$ cat src/rtl/xfer_len_pkg.sv
package xfer_len_pkg;

  typedef enum logic [1:0] {
    XS_IDLE = 2'd0,
    XS_PEND = 2'd1,
    XS_MOVE = 2'd2,
    XS_HOLD = 2'd3
  } xfer_state_e;

  localparam int unsigned CMD_BURST_MAX = 32;

endpackage

$ cat src/rtl/xfer_count_regs.sv
module xfer_count_regs #(
  parameter int unsigned CNT_W = 16
) (
  input  logic             clk,
  input  logic             rst_n,
  input  logic             lo_we,
  input  logic             mid_we,
  input  logic [7:0]       wdata,
  input  logic             load_en,
  input  logic             dec_en,
  input  logic             clr_en,
  output logic [CNT_W:0]   cnt_eff,
  output logic [CNT_W-1:0] cnt_rd
);
  localparam int unsigned EFF_W = CNT_W + 1;
  localparam int unsigned MID_W = CNT_W - 8;

  logic [7:0]       stage_lo_q;
  logic [MID_W-1:0] stage_mid_q;
  logic [EFF_W-1:0] cnt_q;

  // zero programmed count stands for the full range
  function automatic logic [EFF_W-1:0] widen_count(input logic [CNT_W-1:0] w);
    if (w == '0) return EFF_W'(1) << CNT_W;
    return {1'b0, w};
  endfunction

  always_ff @(posedge clk or negedge rst_n) begin
    if (!rst_n) begin
      stage_lo_q  <= '0;
      stage_mid_q <= '0;
    end else begin
      if (lo_we)  stage_lo_q  <= wdata;
      if (mid_we) stage_mid_q <= wdata[MID_W-1:0];
    end
  end

  always_ff @(posedge clk or negedge rst_n) begin
    if (!rst_n)       cnt_q <= '0;
    else if (clr_en)  cnt_q <= '0;
    else if (load_en) cnt_q <= widen_count({stage_mid_q, stage_lo_q});
    else if (dec_en)  cnt_q <= cnt_q - 1'b1;
  end

  assign cnt_eff = cnt_q;
  assign cnt_rd  = cnt_q[CNT_W-1:0];

endmodule

$ cat src/rtl/xfer_burst_calc.sv
module xfer_burst_calc #(
  parameter int unsigned CNT_W   = 16,
  parameter int unsigned REM_W   = 24,
  parameter int unsigned CMD_MAX = 32
) (
  input  logic                    cmd_phase,
  input  logic signed [REM_W-1:0] phase_left,
  input  logic [CNT_W:0]          cnt_eff,
  output logic [CNT_W:0]          burst_len,
  output logic                    dir_to_dev
);
  localparam int unsigned EFF_W = CNT_W + 1;
  localparam int unsigned CW    = (EFF_W > REM_W) ? EFF_W : REM_W;

  function automatic logic [CW-1:0] magnitude(input logic signed [REM_W-1:0] v);
    logic [REM_W-1:0] u;
    u = v;
    if (v[REM_W-1]) u = ~u + 1'b1;
    return CW'(u);
  endfunction

  function automatic logic [CW-1:0] smaller(input logic [CW-1:0] a, input logic [CW-1:0] b);
    return (a < b) ? a : b;
  endfunction

  logic [CW-1:0] limit_w;
  logic [CW-1:0] len_w;

  always_comb begin
    limit_w    = cmd_phase ? CW'(CMD_MAX) : magnitude(phase_left);
    len_w      = smaller(CW'(cnt_eff), limit_w);
    burst_len  = len_w[EFF_W-1:0];
    dir_to_dev = cmd_phase | phase_left[REM_W-1];
  end

endmodule

$ cat src/rtl/xfer_status.sv
module xfer_status (
  input  logic clk,
  input  logic rst_n,
  input  logic start_evt,
  input  logic done_evt,
  input  logic intr_rd,
  output logic tc_flag,
  output logic bs_flag,
  output logic irq
);
  always_ff @(posedge clk or negedge rst_n) begin
    if (!rst_n) begin
      tc_flag <= 1'b0;
      bs_flag <= 1'b0;
      irq     <= 1'b0;
    end else begin
      if (start_evt) tc_flag <= 1'b0;
      if (intr_rd) begin
        bs_flag <= 1'b0;
        irq     <= 1'b0;
      end
      if (done_evt) begin
        tc_flag <= 1'b1;
        bs_flag <= 1'b1;
        irq     <= 1'b1;
      end
    end
  end
endmodule

$ cat src/rtl/xfer_len_ctrl.sv
module xfer_len_ctrl
  import xfer_len_pkg::*;
#(
  parameter int unsigned CNT_W   = 16,
  parameter int unsigned REM_W   = 24,
  parameter int unsigned CMD_MAX = CMD_BURST_MAX
) (
  input  logic                    clk,
  input  logic                    rst_n,
  input  logic                    cnt_lo_we,
  input  logic                    cnt_mid_we,
  input  logic [7:0]              wdata,
  input  logic                    dma_cmd,
  input  logic                    xfer_go,
  input  logic                    cmd_phase,
  input  logic signed [REM_W-1:0] phase_left,
  input  logic                    dma_en,
  input  logic                    dma_ack,
  input  logic                    phase_end,
  input  logic                    intr_rd,
  output logic                    dma_req,
  output logic                    to_dev,
  output logic                    busy,
  output logic [7:0]              cnt_lo,
  output logic [CNT_W-9:0]        cnt_mid,
  output logic                    tc_flag,
  output logic                    bs_flag,
  output logic                    irq,
  output logic                    seq_fifo_clr
);
  localparam int unsigned EFF_W = CNT_W + 1;

  xfer_state_e      st_q, st_d;
  logic [EFF_W-1:0] cnt_eff;
  logic [EFF_W-1:0] burst_len;
  logic [EFF_W-1:0] left_q;
  logic [CNT_W-1:0] cnt_rd;
  logic             dir_q, dir_calc, clr_q;

  // named events, shared by the datapath and the checker
  logic start_evt, load_evt, launch_evt, byte_evt, last_byte, exhaust, done_evt;

  assign busy       = (st_q != XS_IDLE);
  assign start_evt  = xfer_go && (st_q == XS_IDLE);
  assign load_evt   = dma_cmd && (st_q == XS_IDLE);
  assign launch_evt = (st_q == XS_PEND) && dma_en;
  assign dma_req    = (st_q == XS_MOVE) && dma_en;
  assign byte_evt   = dma_req && dma_ack;
  assign last_byte  = byte_evt && (left_q == EFF_W'(1));
  assign exhaust    = (cnt_eff == EFF_W'(1));
  assign done_evt   = (launch_evt && (burst_len == '0))
                   || (last_byte && (dir_q || exhaust))
                   || ((st_q == XS_HOLD) && phase_end);

  xfer_count_regs #(.CNT_W(CNT_W)) u_cnt (
    .clk     (clk),
    .rst_n   (rst_n),
    .lo_we   (cnt_lo_we),
    .mid_we  (cnt_mid_we),
    .wdata   (wdata),
    .load_en (load_evt),
    .dec_en  (byte_evt),
    .clr_en  (done_evt),
    .cnt_eff (cnt_eff),
    .cnt_rd  (cnt_rd)
  );

  xfer_burst_calc #(.CNT_W(CNT_W), .REM_W(REM_W), .CMD_MAX(CMD_MAX)) u_len (
    .cmd_phase  (cmd_phase),
    .phase_left (phase_left),
    .cnt_eff    (cnt_eff),
    .burst_len  (burst_len),
    .dir_to_dev (dir_calc)
  );

  xfer_status u_stat (
    .clk       (clk),
    .rst_n     (rst_n),
    .start_evt (start_evt),
    .done_evt  (done_evt),
    .intr_rd   (intr_rd),
    .tc_flag   (tc_flag),
    .bs_flag   (bs_flag),
    .irq       (irq)
  );

  always_comb begin
    st_d = st_q;
    unique case (st_q)
      XS_IDLE: if (start_evt)  st_d = XS_PEND;
      XS_PEND: if (launch_evt) st_d = (burst_len == '0) ? XS_IDLE : XS_MOVE;
      XS_MOVE: if (last_byte)  st_d = (dir_q || exhaust) ? XS_IDLE : XS_HOLD;
      XS_HOLD: if (phase_end)  st_d = XS_IDLE;
      default:                 st_d = XS_IDLE;
    endcase
  end

  always_ff @(posedge clk or negedge rst_n) begin
    if (!rst_n) begin
      st_q   <= XS_IDLE;
      left_q <= '0;
      dir_q  <= 1'b0;
      clr_q  <= 1'b0;
    end else begin
      st_q  <= st_d;
      clr_q <= done_evt;
      if (launch_evt) begin
        left_q <= burst_len;
        dir_q  <= dir_calc;
      end else if (byte_evt) begin
        left_q <= left_q - 1'b1;
      end
    end
  end

  assign to_dev       = dir_q;
  assign cnt_lo       = cnt_rd[7:0];
  assign cnt_mid      = cnt_rd[CNT_W-1:8];
  assign seq_fifo_clr = clr_q;

endmodule

$ cat config.mk
export PLATFORM = sky130hd
export DESIGN_NAME = xfer_len_ctrl
export DESIGN_NICKNAME = d
export VERILOG_FILES = /design/src/rtl/xfer_len_pkg.sv /design/src/rtl/xfer_count_regs.sv /design/src/rtl/xfer_burst_calc.sv /design/src/rtl/xfer_status.sv /design/src/rtl/xfer_len_ctrl.sv
export SDC_FILE = /design/constraint.sdc
export NUM_CORES = 1
export LEC_CHECK = 0
export BUFFER_PORTS_ARGS = -buffer_cell sky130_fd_sc_hd__buf_2
export CORE_MARGIN = 4
export CORE_UTILIZATION = 40
export CTS_BUF_LIST = sky130_fd_sc_hd__clkbuf_16
export CTS_CLUSTER_SIZE = 12
export DETAILED_ROUTE_END_ITERATION = 12
export PLACE_DENSITY = 0.68
export RECOVER_POWER = 25
export SLEW_MARGIN = 20
export SYNTH_ARGS = -nofsm -noshare
export SYNTH_HDL_FRONTEND = slang
export SYNTH_HIERARCHICAL = 1
export SYNTH_SLANG_ARGS = --single-unit
$ cat constraint.sdc
create_clock -name clk -period 9.8 [get_ports clk]
set_clock_uncertainty 0.05 [all_clocks]
set_input_delay 0.49 -clock clk [delete_from_list [all_inputs] [get_ports clk]]
set_output_delay 0.49 -clock clk [all_outputs]
set_load 0.02 [all_outputs]
# --- After elaboration in Yosys (flattened, before gate mapping) ---
# Index checks and enable logic that the tools add are counted.
classes:
  addsub: 3
  eq_ne: 9
  order_cmp: 1
  reduce_logical: 21
  n_mux: 24
  n_bitwise: 2
op_table:
  columns: ["op", "n"]
  rows:
  - ["$mux 17", 8]
  - ["$mux 24", 2]
  - ["$eq 17x1->1 const B", 2]
  - ["$sub 17x1->17 const B", 2]
  - ["$add 24x1->24 const B", 1]
  - ["$lt 17x24->1", 1]
  - ["$not 24->24", 1]
  - ["$logic_not 17->1", 1]
  - ["$logic_not 16->1", 1]
  - ["$mux 2", 6]
  - ["$logic_and 1x1->1", 9]
  - ["$ne 2x2->1 const B", 4]
  - ["$pmux 2 s4", 1]
  - ["$reduce_bool 2->1", 4]
  - ["$mux 1", 7]
  - ["$eq 2x2->1 const B", 2]
  - ["$reduce_and 4->1", 1]
  - ["$logic_or 1x1->1", 3]
  - ["$reduce_bool 3->1", 1]
  - ["$eq 2x1->1 const B", 1]
  - ["$logic_not 2->1", 1]
  - ["$or 1x1->1", 1]
word_totals:
  out_inout_bits: 23
  ff_bits: 56
  input_bits: 43

# --- Logic depth before layout (Yosys ltp) ---
# Gate-level depths: netlist of the first run.
depth:
  depth_word: 14
  ltp_mapped: 25
  mapped_depth_nobuf: 23

# --- Modules after synthesis ---
# Netlist of the first run, hierarchy kept.
by_module_without_submodules:
  columns: ["mod", "cells_per_inst", "area_per_inst_um2", "seq_area_each_um2", "instances"]
  rows:
  - ["xfer_count_regs", 166, 1710.4, 825.8, 1]
  - ["xfer_len_ctrl", 150, 1337.5, 525.5, 1]
  - ["xfer_burst_calc", 167, 1207.4, 0.0, 1]
  - ["xfer_status", 7, 80.1, 50.0, 1]

# --- Worst setup path after synthesis of the first run ---
# No wires, ideal clock.
synth_timing:
  kind: "input -> register"
  startpoint: "input port phase_left[5]"
  endpoint: "register u_cnt.cnt_q[4] (netlist: u_cnt/cnt_eff[4])"
  cell_stages: 22
  slack_ps: 4877
  t_arrival_ps: 4738
  path_buffers: 3
  t_required_ps: 9615
  path_cell_list: "nor4_2 -> nand3_1 -> o31ai_1 -> xor2_1 -> nor2_1 -> inv_1 -> ha_1 -> nor2b_1 -> o21ai_0 -> a221oi_1 -> a2111oi_2 -> nor2_2 -> buf_2 -> a22o_1 -> nor4_1 -> nand3_1 -> o31ai_1 -> a21o_1 -> or2_2 -> clkbuf_1 -> clkbuf_1 -> o21ai_0"
synth_via:
  elab_chain_len: 11
  elab_cells_between_ends: 12
  cone_classes: "add/sub: 1; order compare: 1; mux: 4; bitwise: 1; reduce/logical: 5"
synth_rtl:
  columns: ["item", "line", "rtl"]
  rows:
  - ["start: declaration", "xfer_len_ctrl.sv:16", "input logic signed [REM_W-1:0] phase_left,"]
  - ["$not 24->24", "xfer_burst_calc.sv:18", "if (v[REM_W-1]) u = ~u + 1'b1;"]
  - ["$add 24x1->24", "xfer_burst_calc.sv:18", null]
  - ["$mux 24 (*)", "xfer_burst_calc.sv:18", null]
  - ["$mux 24 (*)", "xfer_burst_calc.sv:30", "limit_w = cmd_phase ? CW'(CMD_MAX) : magnitude(phase_left);"]
  - ["$lt 17x24->1", "xfer_burst_calc.sv:23", "return (a < b) ? a : b;"]
  - ["$mux 17 (*)", "xfer_burst_calc.sv:23", null]
  - ["named net burst_len[8]", "xfer_len_ctrl.sv:35", "logic [EFF_W-1:0] burst_len;"]
  - ["$logic_not 17->1 (*)", "xfer_len_ctrl.sv:51", "assign done_evt = (launch_evt && (burst_len == '0))"]
  - ["$logic_and 1x1->1 (*)", "xfer_len_ctrl.sv:51", null]
  - ["$logic_or 1x1->1 (*)", "xfer_len_ctrl.sv:52", "|| (last_byte && (dir_q || exhaust))"]
  - ["$logic_or 1x1->1 (*)", "xfer_len_ctrl.sv:53", "|| ((st_q == XS_HOLD) && phase_end);"]
  - ["named net done_evt", "xfer_len_ctrl.sv:41", "logic start_evt, load_evt, launch_evt, byte_evt, last_byte, exhaust, done_evt;"]
  - ["$reduce_bool 3->1 (no line) or $mux 17 (tied branches)", null, null]
  - ["end signal: assignment", "xfer_count_regs.sv:41", "else if (load_en) cnt_q <= widen_count({stage_mid_q, stage_lo_q});"]
  - ["end signal: assignment", "xfer_count_regs.sv:42", "else if (dec_en) cnt_q <= cnt_q - 1'b1;"]
  - ["end: declaration", "xfer_count_regs.sv:20", "logic [EFF_W-1:0] cnt_q;"]
# Mark *: on every way through the listed nets, which the timed path passes. The rest lies on a longest branch.
# A chain may end at the register's enable or synchronous reset.

# --- Worst setup path after layout of the first run ---
layout_timing:
  startpoint: "input port phase_left[5]"
  endpoint: "register u_cnt.cnt_q[15] (netlist: u_cnt/cnt_eff[15])"
layout_via:
  elab_chain_len: 11
  elab_cells_between_ends: 12
  cone_classes: "add/sub: 1; order compare: 1; mux: 4; bitwise: 1; reduce/logical: 5"
layout_rtl:
  columns: ["item", "line"]
  rows:
  - ["$not 24->24", "xfer_burst_calc.sv:18"]
  - ["$add 24x1->24", "xfer_burst_calc.sv:18"]
  - ["$mux 24 (*)", "xfer_burst_calc.sv:18"]
  - ["$mux 24 (*)", "xfer_burst_calc.sv:30"]
  - ["$lt 17x24->1 (*)", "xfer_burst_calc.sv:23"]
  - ["$mux 17 (*)", "xfer_burst_calc.sv:23"]
  - ["named net burst_len[1]", "xfer_len_ctrl.sv:35"]
  - ["$logic_not 17->1 (*)", "xfer_len_ctrl.sv:51"]
  - ["$logic_and 1x1->1 (*)", "xfer_len_ctrl.sv:51"]
  - ["$logic_or 1x1->1 (*)", "xfer_len_ctrl.sv:52"]
  - ["$logic_or 1x1->1 (*)", "xfer_len_ctrl.sv:53"]
  - ["named net done_evt", "xfer_len_ctrl.sv:41"]
  - ["$reduce_bool 3->1 (no line) or $mux 17 (tied branches)", null]
# Marked as above.

==> results of run 1 <==
==> per-layer routing <==
| metal | vias up | global-route usage, % |
|---|---|---|
| met1 | 1960 | 24.01 |
| met3 | 13 | 2.911 |
| met4 | 0 | 4.167 |
| met2 | 120 | 31.27 |
| met5 | - | 0 |
| li1 | 1877 | - |
==> kinds of logic (layout without fill, tap and decap cells) <==
family	after synthesis	count (layout)
mux	17	17
flops	56	56
buf+inv	71	107
xor+xnor	30	30
simple gates	181	181
fa+ha+maj	20	20
compound gates	115	115
==> state kept, by name (all words and copies together) (netlist names) <==
signal / cells
left_q: 17
u_cnt/cnt_eff: 17
u_cnt/stage_lo_q: 8
u_cnt/stage_mid_q: 8
st_q: 2
seq_fifo_clr: 1
to_dev: 1
u_stat/irq: 1
u_stat/tc_flag: 1
==> power groups by stage <==
stage / clock (mW) / sequential, mW / combinational, mW
5_1_grt: 0.197 / 0.455 / 0.623
6_report: 0.182 / 0.440 / 0.563
3_3_place_gp: 0 / 0.438 / 0.543
2_1_floorplan: 0 / 0.395 / 0.468
4_1_cts: 0.189 / 0.438 / 0.560
3_5_place_dp: 0 / 0.440 / 0.557
==> Yosys cell counts (2+ instances only) <==
| cell type | n |
|---|---|
| xor2_1 | 20 |
| a211oi_1 | 3 |
| o41ai_1 | 3 |
| ha_1 | 20 |
| and2_1 | 2 |
| or2_2 | 3 |
| mux2i_1 | 2 |
| nand4_1 | 7 |
| nand3b_1 | 2 |
| nand3_1 | 16 |
| a21o_1 | 5 |
| a21oi_1 | 10 |
| o211ai_1 | 12 |
| clkbuf_1 | 15 |
| o31ai_1 | 7 |
| buf_2 | 4 |
| nand2b_1 | 2 |
| buf_4 | 17 |
| o21ai_0 | 24 |
| or3_1 | 6 |
| a41oi_1 | 2 |
| a221o_1 | 4 |
| nor2b_1 | 6 |
| o311ai_0 | 6 |
| o21ai_1 | 4 |
| nor3b_1 | 3 |
| a22o_1 | 15 |
| inv_1 | 32 |
| nor3_1 | 12 |
| nor2_1 | 34 |
| o22ai_1 | 3 |
| or4_1 | 5 |
| mux2_2 | 15 |
| nand2_1 | 43 |
| xnor2_1 | 10 |
| a22oi_1 | 2 |
| or4_4 | 2 |
| nor4b_1 | 3 |
| dfrtp_1 | 56 |
| nor4_1 | 21 |
==> cells in the final DEF, fill, tap and decap left out, types with 4 or more instances in the layout <==
master / Yosys / routed
buf_2: 4 / 63
dfrtp_1: 56 / 56
nand2_1: 43 / 43
nor2_1: 34 / 34
inv_1: 32 / 32
o21ai_0: 24 / 24
nor4_1: 21 / 21
xor2_1: 20 / 20
ha_1: 20 / 20
nand3_1: 16 / 16
mux2_2: 15 / 15
a22o_1: 15 / 15
nor3_1: 12 / 12
o211ai_1: 12 / 12
a21oi_1: 10 / 10
xnor2_1: 10 / 10
nand4_1: 7 / 7
o31ai_1: 7 / 7
or3_1: 6 / 6
nor2b_1: 6 / 6
o311ai_0: 6 / 6
or4_1: 5 / 5
a21o_1: 5 / 5
clkbuf_16: 0 / 5
a221o_1: 4 / 4
o21ai_1: 4 / 4
==> through the flow <==
stage / util, % / setup slack [ps]
floorplan: - / 4877
global placement: 44.15 / 4040
detailed placement: 44.15 / 3900
CTS: 45.56 / 4195
global route: 45.58 / 3791
finish: 45.58 / 4244
==> worst register-to-register path: cells and delay by family (launching register included) <==
family	cells	cell delay [ps]
adders and majority gates	1	390
and+or+nand+nor	5	1290
DFF	1	560
AOI/OAI and AO/OA	10	2360
==> path summary, 6_finish.rpt <==
path / to / slack (ps) / cells past startpoint
min in group asynchronous: to_dev / 1210 / 2
setup reg to reg: u_cnt/cnt_eff[15] / 5030 / 16
max in group asynchronous: u_cnt/cnt_eff[15] / 6760 / 2
hold / removal: u_cnt/stage_mid_q[3] / 380 / 3
setup / recovery: u_cnt/cnt_eff[15] / 4240 / 22
hold reg to reg: u_stat/irq / 450 / 1
==> final cells by class <==
class	count	area share (%)
Tap cell	136	3.569
Clock buffer	5	2.624
Timing Repair Buffer	66	6.849
Sequential cell	56	29.39
Multi-Input combinational cell	363	54.50
Clock inverter	3	0.4723
Inverter	33	2.598
==> impl_metrics.csv, run 1 <==
group,metric,value,unit
status,status,"finished, violations left",
status,violations,"max-capacitance violations, max-slew violations",
layout,regArea,0.001401,mm2
timing,tightest_slew,3031,ps
layout,final_cell_area,0.004768,mm2
synth,synth_area_leaders,"dfrtp_1 32%, ha_1 5.8%, xor2_1 4.0%",
critical_path,worst_ep_arrival_time,5680,ps
clock_tree,clockRootBuffer,"clkbuf_16",
synth,synth_cell_types,72,
placement,hpwl,8.807,mm
route,wl,11.64,mm
timing,grt_setup_unrepaired,"false",
route,met3_length,556,um
placement,dpl-instance-area,0.004619,mm2
global_route,grt_usage,18.16,%
route,drc,0,
global_route,grt_overflow,0,
power_and_ir_drop,combPwrFrac,47.5,%
clock_tree,insertion_delay,300,ps
timing,timing.final.crit_period,5556,ps
clock_tree,h-tree-depth,2,
critical_path,crit_chain,"buf_2 -> nor4_2 -> nand3_1 -> o31ai_1 -> xor2_1 -> nor2_1 -> inv_1 -> ha_1 -> nor2b_1 -> o21ai_0 -> a221oi_1 -> a2111oi_2 -> nor2_2 -> a22o_1 -> nor4_1 -> nand3_1 -> o31ai_1 -> a21o_1 -> nand2b_1 -> a41oi_2 -> a32oi_1 -> nand3_1",
die,coreArea,0.01046,mm2
global_route,antenna_found_initial,0,
critical_path,crit_buf_inv,2,
synth,synth_edf_count,0,
synth,synth_top_family_by_area,"simple AND/OR/NAND/NOR gates",
route,wl_met2,5.958,mm
synth,seq_area_frac_synth,32.32,%
synth,synth_area_leader_cell,"dfrtp_1",
power_and_ir_drop,switching_share,46.53,%
flow_run,drv_cap,1,
power_and_ir_drop,p_int,633.9,uW
route,wl_met1,5.017,mm
power_and_ir_drop,p_total,1.186,mW
critical_path,setup.worst_path.class,"primary input to flip-flop",
route,drt-vias-per-instance,5.997,
die,pin_count,66,
placement,dp_cells,654,
route,ant_nets,0,
synth,synth_top_area_share,32.32,%
global_route,grt_pass1_wl,19.00,mm
route,vias,3970,
die,dieArea,0.01257,mm2
layout,final_nets,588,
placement,place_congestion,0.9280,
layout,final_cells,662,
route,detail_route.iter0.violations,358,
clock_tree,cts_sinks,56,
worst_hold_path,min_from,"wdata[3]",
worst_hold_path,worstHoldPathType,"primary input to flip-flop",
power_and_ir_drop,clkPwrFrac,15.4,%
timing,setup_tns,0,ps
layout,drive_above_1_share,19.96,%
layout,nFillCells,1040,
synth,synth_compound_area_share,19.45,%
synth,yosys_register_bits,56,
layout,n_antenna_cell,0,
die,die-width,112.1,um
global_route,grt_max_degree,57,
synth,syn_nets,553,
layout,area_growth,9.985,%
critical_path,slowest_stage,"a2111oi_2",
power_and_ir_drop,leakagePower,2.042,nW
synth,postSynthCellCount,490,
critical_path,path_delay_family,"compound AO/OA/AOI/OAI gates",
route,top_layer,"met4",
clock_tree,cts_made_buffers,5,
timing,finalCritPeriodShare,56.69,%
timing,hold_ws,376.9,ps
clock_tree,cts_setup_buffers,0,
clock_tree,tritoncts,"yes",
die,start_util,41.44,%
route,drtPass1Iterations,5,
critical_path,end_kind,"flip-flop",
critical_path,critPathLaunchType,"primary input",
clock_tree,cts.clk_slew.worst_paths,70,ps
critical_path,crit_start,"phase_left[5]",
critical_path,cpMostUsedCell,"nand3_1",
clock_tree,cts_repair_resize_count,0,
synth,synthArstFlopShare,100.0,%
global_route,grt_pass1_vias,3757,
synth,synthFlopType,"dfrtp_1",
die,rows,37,
synth,syn_area,0.004335,mm2
layout,multi_input_area,0.002599,mm2
synth,muxShareOfSynthArea,4.358,%
placement,numPortBuffers,65,
synth,yosys_warnings,6,
synth,yosys.area_share.simple,24.13,%
die,fp.dieH,112.1,um
clock_tree,cts_buffer_depth,2,
route,wire_per_inst,17.58,um
synth,syn_area_per_cell,8.848,um2
power_and_ir_drop,cellPowerDensity,248.6,mW/mm2
synth,synth-xor-area-share,6.061,%
critical_path,required,9920,ps
synth,synth_fa_ha_area_share,5.772,%
timing,maxSlewViolCount,57,
timing,max_freq,180.0,MHz
timing,maxSlewHeadroom,-102.1,%
critical_path,max_stage_delay,600,ps
critical_path,crit_fanout,16,
critical_path,r2r-start,"u_cnt/cnt_eff[3]",
timing,final_hold_viol_count,0,
timing,setup_viol,0,
power_and_ir_drop,power_switching,551.6,uW
power_and_ir_drop,seqPwrFrac,37.1,%
clock_tree,hold_buffers,0,
power_and_ir_drop,vdd_ir_drop_max,0.0001155,V
Note: power is estimated with default switching activity, not from simulation.
==> inputs of run 2 (changes only) <==
clock period = 5.7 ns   (was 9.8 ns; I/O delays follow)
==> run 2 against run 1 <==
  * The flow still finishes with violations (max-capacitance violations, max-slew violations)
  * Total power is 73% higher
  * Setup slack worse by 3700 ps
  * Sequential power is 72% higher
  * Design area is 0.50% higher
  * Count of clock-buffer cells in the layout stayed put
  * Highest routed layer unchanged
  * Critical path depth is 1 lower
  * Die area stayed put
  * First-iteration DRC count is 14% lower
  * Non-clock buffer count stayed put
  * Routed wire length is 0.36% lower
==> impl_metrics.csv, run 2 (same netlist as run 1, synthesis figures left out) <==
group,metric,value,unit
power_and_ir_drop,clkPwrFrac,15.7,%
layout,multi_input_area,0.002618,mm2
power_and_ir_drop,combPwrFrac,47.5,%
route,wire_per_inst,17.52,um
power_and_ir_drop,cellPowerDensity,427.6,mW/mm2
route,vias,3967,
critical_path,worst_ep_arrival_time,5310,ps
layout,fin_util,45.80,%
critical_path,crit_fanout,16,
route,detail_route.iter0.violations,308,
timing,timing.final.crit_period,5184,ps
power_and_ir_drop,switching_share,46.51,%
global_route,grt_max_degree,57,
layout,final_cells,662,
clock_tree,clockRootBuffer,"clkbuf_16",
clock_tree,cts_buffer_depth,2,
clock_tree,cts_made_buffers,5,
timing,finalCritPeriodShare,90.95,%
placement,numPortBuffers,65,
placement,place_congestion,0.9269,
clock_tree,cts_repair_resize_count,0,
clock_tree,cts_setup_buffers,0,
clock_tree,cts.clk_slew.worst_paths,70,ps
status,status,"finished, violations left",
die,pin_count,66,
route,drc,0,
layout,drive_above_1_share,20.34,%
power_and_ir_drop,vdd_ir_drop_max,0.0002365,V
power_and_ir_drop,p_int,1.096,mW
layout,final_nets,588,
route,ant_nets,0,
die,start_util,41.44,%
critical_path,required,5830,ps
timing,maxSlewViolCount,57,
timing,maxSlewHeadroom,-101.0,%
power_and_ir_drop,leakagePower,2.046,nW
route,drt-vias-per-instance,5.992,
clock_tree,cts_sinks,56,
critical_path,crit_chain,"buf_2 -> nor4_2 -> nand4_1 -> o41ai_1 -> xor2_1 -> nor2_1 -> inv_1 -> ha_1 -> nand3_1 -> a2111oi_1 -> a2111oi_4 -> a21o_4 -> a22o_1 -> nor4_1 -> nand3_1 -> o31ai_1 -> a21o_1 -> nand2b_1 -> a41oi_2 -> a32oi_1 -> nand3_1",
global_route,grt_pass1_wl,19.22,mm
critical_path,r2r_setup_slack,1070,ps
die,fp.dieH,112.1,um
critical_path,slowest_stage,"a2111oi_1",
global_route,grt_overflow,0,
die,dieArea,0.01257,mm2
clock_tree,hold_buffers,0,
critical_path,end_kind,"flip-flop",
timing,setup_tns,0,ps
layout,regArea,0.001401,mm2
placement,dp_cells,654,
clock_tree,tritoncts,"yes",
layout,final_cell_area,0.004792,mm2
die,die-width,112.1,um
layout,mostFrequentLayoutCells,"65 x buf_2, 56 x dfrtp_1, 43 x nand2_1, 34 x nor2_1, 32 x inv_1",
layout,area_growth,10.53,%
critical_path,max_stage_delay,580,ps
power_and_ir_drop,power_switching,953.1,uW
global_route,grt_usage,18.45,%
clock_tree,h-tree-depth,2,
critical_path,cpMostUsedCell,"nand3_1",
status,violations,"max-capacitance violations, max-slew violations",
clock_tree,insertion_delay,300,ps
route,wl,11.60,mm
critical_path,critPathLaunchType,"primary input",
timing,tightest_slew,3014,ps
global_route,grt_pass1_vias,3803,
flow_run,drv_cap,1,
die,rows,37,
timing,max_freq,192.9,MHz
worst_hold_path,worstHoldPathType,"primary input to flip-flop",
layout,n_antenna_cell,0,
die,coreArea,0.01046,mm2
timing,final_hold_viol_count,0,
power_and_ir_drop,seqPwrFrac,36.9,%
critical_path,setup.worst_path.class,"primary input to flip-flop",
layout,nFillCells,1027,
placement,dpl-instance-area,0.004619,mm2
placement,hpwl,8.885,mm
layout,final_common_cell,"buf_2",
global_route,antenna_found_initial,0,
timing,grt_setup_unrepaired,"false",
route,drtPass1Iterations,5,
timing,setup_viol,0,
==> run 2: cell type report <==
type                    count  area share [%]
inverters                  33           2.585
repair buffers             66           6.867
clock inverters             3          0.5222
flip-flops and latches     56           29.24
multi-input cells         363           54.62
well taps                 136           3.551
clock buffers               5           2.611
==> run 2: final timing paths <==
| kind | startpoint | end | cells after the start |
|---|---|---|---|
| max reg2reg | u_cnt/cnt_eff[3] | u_cnt/cnt_eff[15] | 16 |
| max | phase_left[5] | u_cnt/cnt_eff[15] | 21 |
| min reg2reg | u_stat/tc_flag | u_stat/tc_flag | 1 |
| max in group asynchronous | rst_n | u_cnt/cnt_eff[4] | 2 |
| min | wdata[3] | u_cnt/stage_mid_q[3] | 3 |
| min in group asynchronous | rst_n | to_dev | 2 |
==> run 2: power by group through the flow <==
| stage | clock network, mW | logic, mW | registers, mW |
|---|---|---|---|
| floorplan | 0 | 0.805 | 0.679 |
| global placement | 0 | 0.934 | 0.753 |
| detailed placement | 0 | 0.959 | 0.756 |
| CTS | 0.330 | 0.964 | 0.750 |
| global route | 0.346 | 1.08 | 0.781 |
| finish | 0.321 | 0.973 | 0.755 |
==> run 2: worst max-delay path: cells and delay by family <==
family,cells,cell delay [ps]
compound gates,9,2690
simple gates,8,1720
fa+ha+maj,1,270
buf+inv,2,200
xor+xnor,1,120
==> run 2: metal layers <==
layer	up-vias	share of wire, %	GRT usage [%]	wire, um
met1	1932	42	23.36	4865
met4	0	1.6	4.808	183
met2	137	50	31.62	5817
li1	1877	-	-	-
met5	-	0	0	0
met3	21	6.3	4.420	732
==> run 2: through the flow <==
stage	worst slack [ps]	hold slack, ps	total power, mW
5_1_grt	81.81	164.1	2.208
2_1_floorplan	981.6	-60.59	1.484
3_5_place_dp	0.6897	417.1	1.716
6_report	515.8	160.7	2.049
3_3_place_gp	145.0	413.4	1.687
4_1_cts	311.0	86.71	2.044
